`src/rtl/wl_pkg.sv`:
```
package wl_pkg;
  localparam int unsigned WL_DEF_CPUS = 4;

  typedef enum logic [1:0] {
    WL_EV_NONE    = 2'd0,
    WL_EV_GRANT   = 2'd1,
    WL_EV_HANDOFF = 2'd2,
    WL_EV_FREE    = 2'd3
  } wl_event_e;
endpackage

```
`src/rtl/wl_pick_first.sv`:
```
module wl_pick_first #(
  parameter int unsigned N  = 4,
  localparam int unsigned IW = (N > 1) ? $clog2(N) : 1
) (
  input  logic [N-1:0]  req_i,
  output logic [N-1:0]  gnt_o,
  output logic [IW-1:0] idx_o,
  output logic          any_o
);
  logic [N:0] seen;
  assign seen[0] = 1'b0;

  for (genvar g = 0; g < N; g++) begin : g_chain
    assign gnt_o[g]    = req_i[g] & ~seen[g];
    assign seen[g+1]   = seen[g] | req_i[g];
  end

  assign any_o = seen[N];

  always_comb begin
    idx_o = '0;
    for (int i = 0; i < N; i++) begin
      if (gnt_o[i]) idx_o = idx_o | IW'(i);
    end
  end
endmodule

```
`src/rtl/wl_rel_check.sv`:
```
module wl_rel_check #(
  parameter int unsigned N  = 4,
  localparam int unsigned IW = (N > 1) ? $clog2(N) : 1
) (
  input  logic          busy_i,
  input  logic [IW-1:0] owner_i,
  input  logic [N-1:0]  rel_i,
  output logic [N-1:0]  own_oh_o,
  output logic          valid_rel_o,
  output logic          bad_rel_o
);
  always_comb begin
    own_oh_o = '0;
    if (busy_i) own_oh_o[owner_i] = 1'b1;
  end

  assign valid_rel_o = |(rel_i & own_oh_o);
  // any release bit outside the owner's own is stray
  assign bad_rel_o   = |(rel_i & ~own_oh_o);
endmodule

```
`src/rtl/wl_handoff_arb.sv`:
```
module wl_handoff_arb
  import wl_pkg::*;
#(
  parameter int unsigned N_CPU = WL_DEF_CPUS,
  localparam int unsigned IW   = (N_CPU > 1) ? $clog2(N_CPU) : 1
) (
  input  logic             clk_i,
  input  logic             rst_ni,
  input  logic [N_CPU-1:0] acq_i,
  input  logic [N_CPU-1:0] rel_i,
  output logic [IW-1:0]    owner_o,
  output logic             busy_o,
  output logic [N_CPU-1:0] irq_o,
  output logic             rel_err_o
);
  logic             busy_q, busy_d;
  logic [IW-1:0]    owner_q, owner_d;
  logic [N_CPU-1:0] wait_q, wait_d;
  logic [N_CPU-1:0] irq_q, irq_d;
  logic             err_q;

  logic [N_CPU-1:0] own_oh, pool, gnt;
  logic [IW-1:0]    pick_idx;
  logic             pick_any, valid_rel, bad_rel;
  wl_event_e        ev;

  wl_rel_check #(.N(N_CPU)) u_rel (
    .busy_i     (busy_q),
    .owner_i    (owner_q),
    .rel_i      (rel_i),
    .own_oh_o   (own_oh),
    .valid_rel_o(valid_rel),
    .bad_rel_o  (bad_rel)
  );

  // wait mask is empty while free, so one picker serves grant and handoff
  assign pool = wait_q | (acq_i & ~own_oh);

  wl_pick_first #(.N(N_CPU)) u_pick (
    .req_i(pool),
    .gnt_o(gnt),
    .idx_o(pick_idx),
    .any_o(pick_any)
  );

  always_comb begin
    if (!busy_q)        ev = pick_any ? WL_EV_GRANT : WL_EV_NONE;
    else if (valid_rel) ev = pick_any ? WL_EV_HANDOFF : WL_EV_FREE;
    else                ev = WL_EV_NONE;
  end

  always_comb begin
    busy_d  = busy_q;
    owner_d = owner_q;
    wait_d  = pool;
    irq_d   = '0;
    unique case (ev)
      WL_EV_GRANT: begin
        busy_d  = 1'b1;
        owner_d = pick_idx;
        wait_d  = pool & ~gnt;
      end
      WL_EV_HANDOFF: begin
        owner_d = pick_idx;
        wait_d  = pool & ~gnt;
        irq_d   = gnt;
      end
      WL_EV_FREE: begin
        busy_d = 1'b0;
        wait_d = '0;
      end
      default: ;
    endcase
  end

  always_ff @(posedge clk_i or negedge rst_ni) begin
    if (!rst_ni) begin
      busy_q  <= 1'b0;
      owner_q <= '0;
      wait_q  <= '0;
      irq_q   <= '0;
      err_q   <= 1'b0;
    end else begin
      busy_q  <= busy_d;
      owner_q <= owner_d;
      wait_q  <= wait_d;
      irq_q   <= irq_d;
      err_q   <= bad_rel;
    end
  end

  assign owner_o   = owner_q;
  assign busy_o    = busy_q;
  assign irq_o     = irq_q;
  assign rel_err_o = err_q;

  assert_irq_onehot_R6: assert property (@(posedge clk_i) disable iff (!rst_ni)
    $onehot0(irq_q));

  assert_irq_no_repeat_R6: assert property (@(posedge clk_i) disable iff (!rst_ni)
    (irq_q != '0) |=> ((irq_q & $past(irq_q)) == '0));

  assert_irq_to_owner_R4: assert property (@(posedge clk_i) disable iff (!rst_ni)
    (irq_q != '0) |-> (busy_q && irq_q[owner_q]));

  assert_irq_after_release_R4: assert property (@(posedge clk_i) disable iff (!rst_ni)
    busy_q && valid_rel |=> busy_q == (($past(pool) != '0)));

  assert_owner_hold_R3: assert property (@(posedge clk_i) disable iff (!rst_ni)
    busy_q && !valid_rel |=> busy_q && owner_q == $past(owner_q) && irq_q == '0);

  assert_owner_not_waiting_R8: assert property (@(posedge clk_i) disable iff (!rst_ni)
    busy_q |-> !wait_q[owner_q]);

  assert_free_empty_R5: assert property (@(posedge clk_i) disable iff (!rst_ni)
    !busy_q |-> (wait_q == '0 && irq_q == '0));
endmodule

```
`config.mk`:
```
export PLATFORM = sky130hd
export DESIGN_NAME = wl_handoff_arb
export DESIGN_NICKNAME = d
export VERILOG_FILES = /design/src/rtl/wl_pkg.sv /design/src/rtl/wl_pick_first.sv /design/src/rtl/wl_rel_check.sv /design/src/rtl/wl_handoff_arb.sv
export SDC_FILE = /design/constraint.sdc
export NUM_CORES = 1
export LEC_CHECK = 0
export ABC_CLOCK_PERIOD_IN_PS = 6000
export CAP_MARGIN = 20
export CORE_MARGIN = 3
export CORE_UTILIZATION = 50
export DETAILED_ROUTE_END_ITERATION = 12
export DONT_BUFFER_PORTS = 1
export HOLD_SLACK_MARGIN = 0.12
export PLACE_DENSITY_LB_ADDON = 0.08
export SLEW_MARGIN = 20
export SYNTH_ARGS = -nofsm -noshare
export SYNTH_HDL_FRONTEND = slang
export SYNTH_HIERARCHICAL = 1
export SYNTH_SLANG_ARGS = --single-unit
```
`constraint.sdc`:
```
create_clock -name clk_i -period 6 [get_ports clk_i]
set_input_delay 0.3 -clock clk_i [delete_from_list [all_inputs] [get_ports clk_i]]
set_output_delay 0.3 -clock clk_i [all_outputs]
set_load 0.01 [all_outputs]
```
==> impl_metrics.py <==
metrics = {
    "finish": {
        "area_delta_synth_final_pct": 7.99,
        "fin_area_sq_um": 761,
        "n_antenna_cell": 0,
        "final_nets": 85,
        "drive_above_1_share_pct": 22.5,
    },
    "timing": {
        "slew_viol_final": 0,
        "setup_violations": 0,
        "setup_tns_ns": 0,
        "worst_slew_pin_slew_ns": 0.535,
        "rsz0062_at_grt": "false",
        "skew_ns": 0.00456,
        "max-slew-margin-rel_pct": 64.2,
        "min_period_over_period_pct": 51.7,
        "finalCriticalPeriod_ns": 3.10,
        "fmax_mhz": 322,
        "hold_viol": 0,
    },
    "die": {
        "dieArea_sq_um": 1900,
        "coreArea_sq_um": 1220,
        "start_util_pct": 57.9,
        "die_w_um": 43.5,
        "rows": 12,
        "die_height_um": 43.5,
        "io_pins": 18,
    },
    "clocking": {
        "cts.repair.resized": 0,
        "post_cts_buffers": 0,
        "clock-sinks": 12,
        "clk_path_buf_depth": 2,
        "h-tree-depth": 1,
        "cts-buffers-inserted": 3,
        "cts_tree": "yes",
        "root_buffer": "clkbuf_4",
        "cts.clk_slew.worst_paths_ns": 0.08,
        "clkLatencyLatePin_ns": 0.27,
        "cts-hold-fix-buffers": 1,
    },
    "logic_synthesis": {
        "ys.flop_type": "dfrtp_1",
        "synth_top_area_share_pct": 42.6,
        "netlist-cell-type-count": 25,
        "ys_ff_latch": 12,
        "async_flop_share_pct": 100,
        "syn_area_sq_um": 704,
        "synth.yosys.warnings": 6,
        "netlist_top_cells_area": "dfrtp_1, mux2_2, a2bb2oi_1",
        "synth-seq-area-share_pct": 42.6,
        "synth_cells": 67,
        "avgSynthCellArea_sq_um": 10.5,
        "synth_area_leader_cell": "dfrtp_1",
        "synthesis.nets": 80,
        "synth_edf_count": 0,
    },
    "setup_path": {
        "arrival_ns": 3.26,
        "critPathRequiredTime_ns": 6.16,
        "critPathLaunch": "busy_o",
        "end_kind": "flip-flop",
        "worstReg2RegStart": "busy_o",
        "worstPathMaxFanout": 11,
        "critPathKind": "flip-flop to flip-flop",
        "crit_path_start_kind": "flip-flop",
    },
    "grt": {
        "grt_overflow": 0,
        "track_usage_pct": 14.5,
        "grt_max_degree": 13,
        "grt_pass1_wl_um": 2030,
        "grt_pass1_vias": 491,
        "antenna_found_initial": 0,
    },
    "power_and_ir_drop": {
        "peakVddDrop_mv": 0.228,
        "power_density_nw_per_um2": 459,
        "leakage_uw": 0.000361,
    },
    "place": {
        "dpl_cell_area_sq_um": 714,
        "gp_congestion": 0.732,
        "dp_hpwl_um": 919,
        "io_buffer_count": 0,
    },
    "route": {
        "via_count": 494,
        "ant_nets": 0,
        "vias_per_cell": 5.81,
        "wl_per_cell_um": 14.0,
        "drt_wl_total_um": 1190,
        "drc_errors": 0,
        "firstDrtPassIters": 4,
        "drt_iter0_markers": 13,
    },
    "status": {
        "status": "completed",
    },
    "worst_hold_path": {
        "min-delay-start": "rel_i[3]",
        "hp-class": "input pin to flip-flop",
    },
    "run": {
        "drv_cap": 0,
    },
}
[layout make-up]
class	instances	area, sq um
clock buffer	4	36.3
inverter	6	22.5
timing repair buffer	1	10.0
sequential	12	300
multi-input combinational	48	374
fill	104	455
tap	14	17.5
[synth_stat cells, types with 2 or more instances]
| master | number |
|---|---|
| mux2_2 | 4 |
| nor2b_1 | 4 |
| nand2b_1 | 5 |
| and2_1 | 5 |
| inv_1 | 6 |
| ha_1 | 3 |
| dfrtp_1 | 12 |
| nor3b_1 | 2 |
| or2_2 | 4 |
| a2bb2oi_1 | 5 |
| nor2_1 | 3 |
[cell families (layout without fill, tap and decap cells)]
family | Yosys count | after routing | share of synthesized area [%]
simple gates | 30 | 30 | 26.6
mux | 6 | 6 | 11.0
fa+ha+maj | 3 | 3 | 5.33
flops | 12 | 12 | 42.6
compound gates | 9 | 9 | 10.1
buf+inv | 7 | 11 | 4.26
[worst max-delay path, stage by stage (launching register included)]
cell and delay (ns):
dfrtp_1 0.58, nor3b_1 0.29, nor2b_1 0.09, or2_2 0.35, or4_1 0.60, mux2_2 0.32
ha_1 0.39, mux2_2 0.36
[registers in the layout, summed over array words and instances, names as in the netlist]
register   flops
wait_q         4
rel_err_o      1
irq_o          4
busy_o         1
owner_o        2
[placed cells by master, fill, tap and decap left out]
cell           instances
a21oi_1                1
or4_1                  1
nand2_2                1
mux2_2                 4
a2bb2oi_1              5
nor3b_1                2
ha_1                   3
inv_1                  6
nor4b_1                1
nand2_1                1
and2_1                 5
or2_2                  4
o22ai_1                1
dlygate4sd3_1          1
nor2b_1                4
nor3_1                 1
a21boi_1               1
mux2i_1                1
o221ai_1               1
clkbuf_8               1
nor2_1                 3
and3_2                 1
nand2b_1               5
and3b_2                1
dfrtp_1               12
mux4_2                 1
clkbuf_4               3
[worst paths after layout]
check | endpoint | slack [ns] | cells after the start
worst max-delay path | owner_o[0] | 2.90 | 7
worst min-delay path | rel_err_o | 0.18 | 2
min in group asynchronous | busy_o | 0.44 | 1
max in group asynchronous | owner_o[0] | 5.20 | 1
worst max register to register | owner_o[0] | 2.90 | 7
worst min register to register | wait_q[2] | 0.54 | 1
[power breakdown]
group	total [uW]	internal [uW]	switching, uW
Combinational	146	76.3	69.7
Clock	64.0	36.9	27.1
Sequential	140	111	28.8
Total	349	224	126
[routing by layer]
layer | routed length, um | global-route usage, %
met1 | 547 | 17.6
met3 | 73 | 4.98
met5 | 0 | 0
met4 | 8 | 7.23
met2 | 558 | 22.7
[metrics by stage]
step	total power (uW)	utilization, %	hold WS, ns	cells	setup slack (ns)
6_report	350	62.6	0.184	85	2.90
5_1_grt	379	62.6	0.191	85	2.69
4_1_cts	354	62.6	0.176	85	2.90
3_5_place_dp	286	58.7	0.00468	80	2.92
3_3_place_gp	283	58.7	0.00466	80	2.96
2_1_floorplan	263	-	0.00441	67	3.14
No activity file was read; power rests on OpenSTA's default activity.
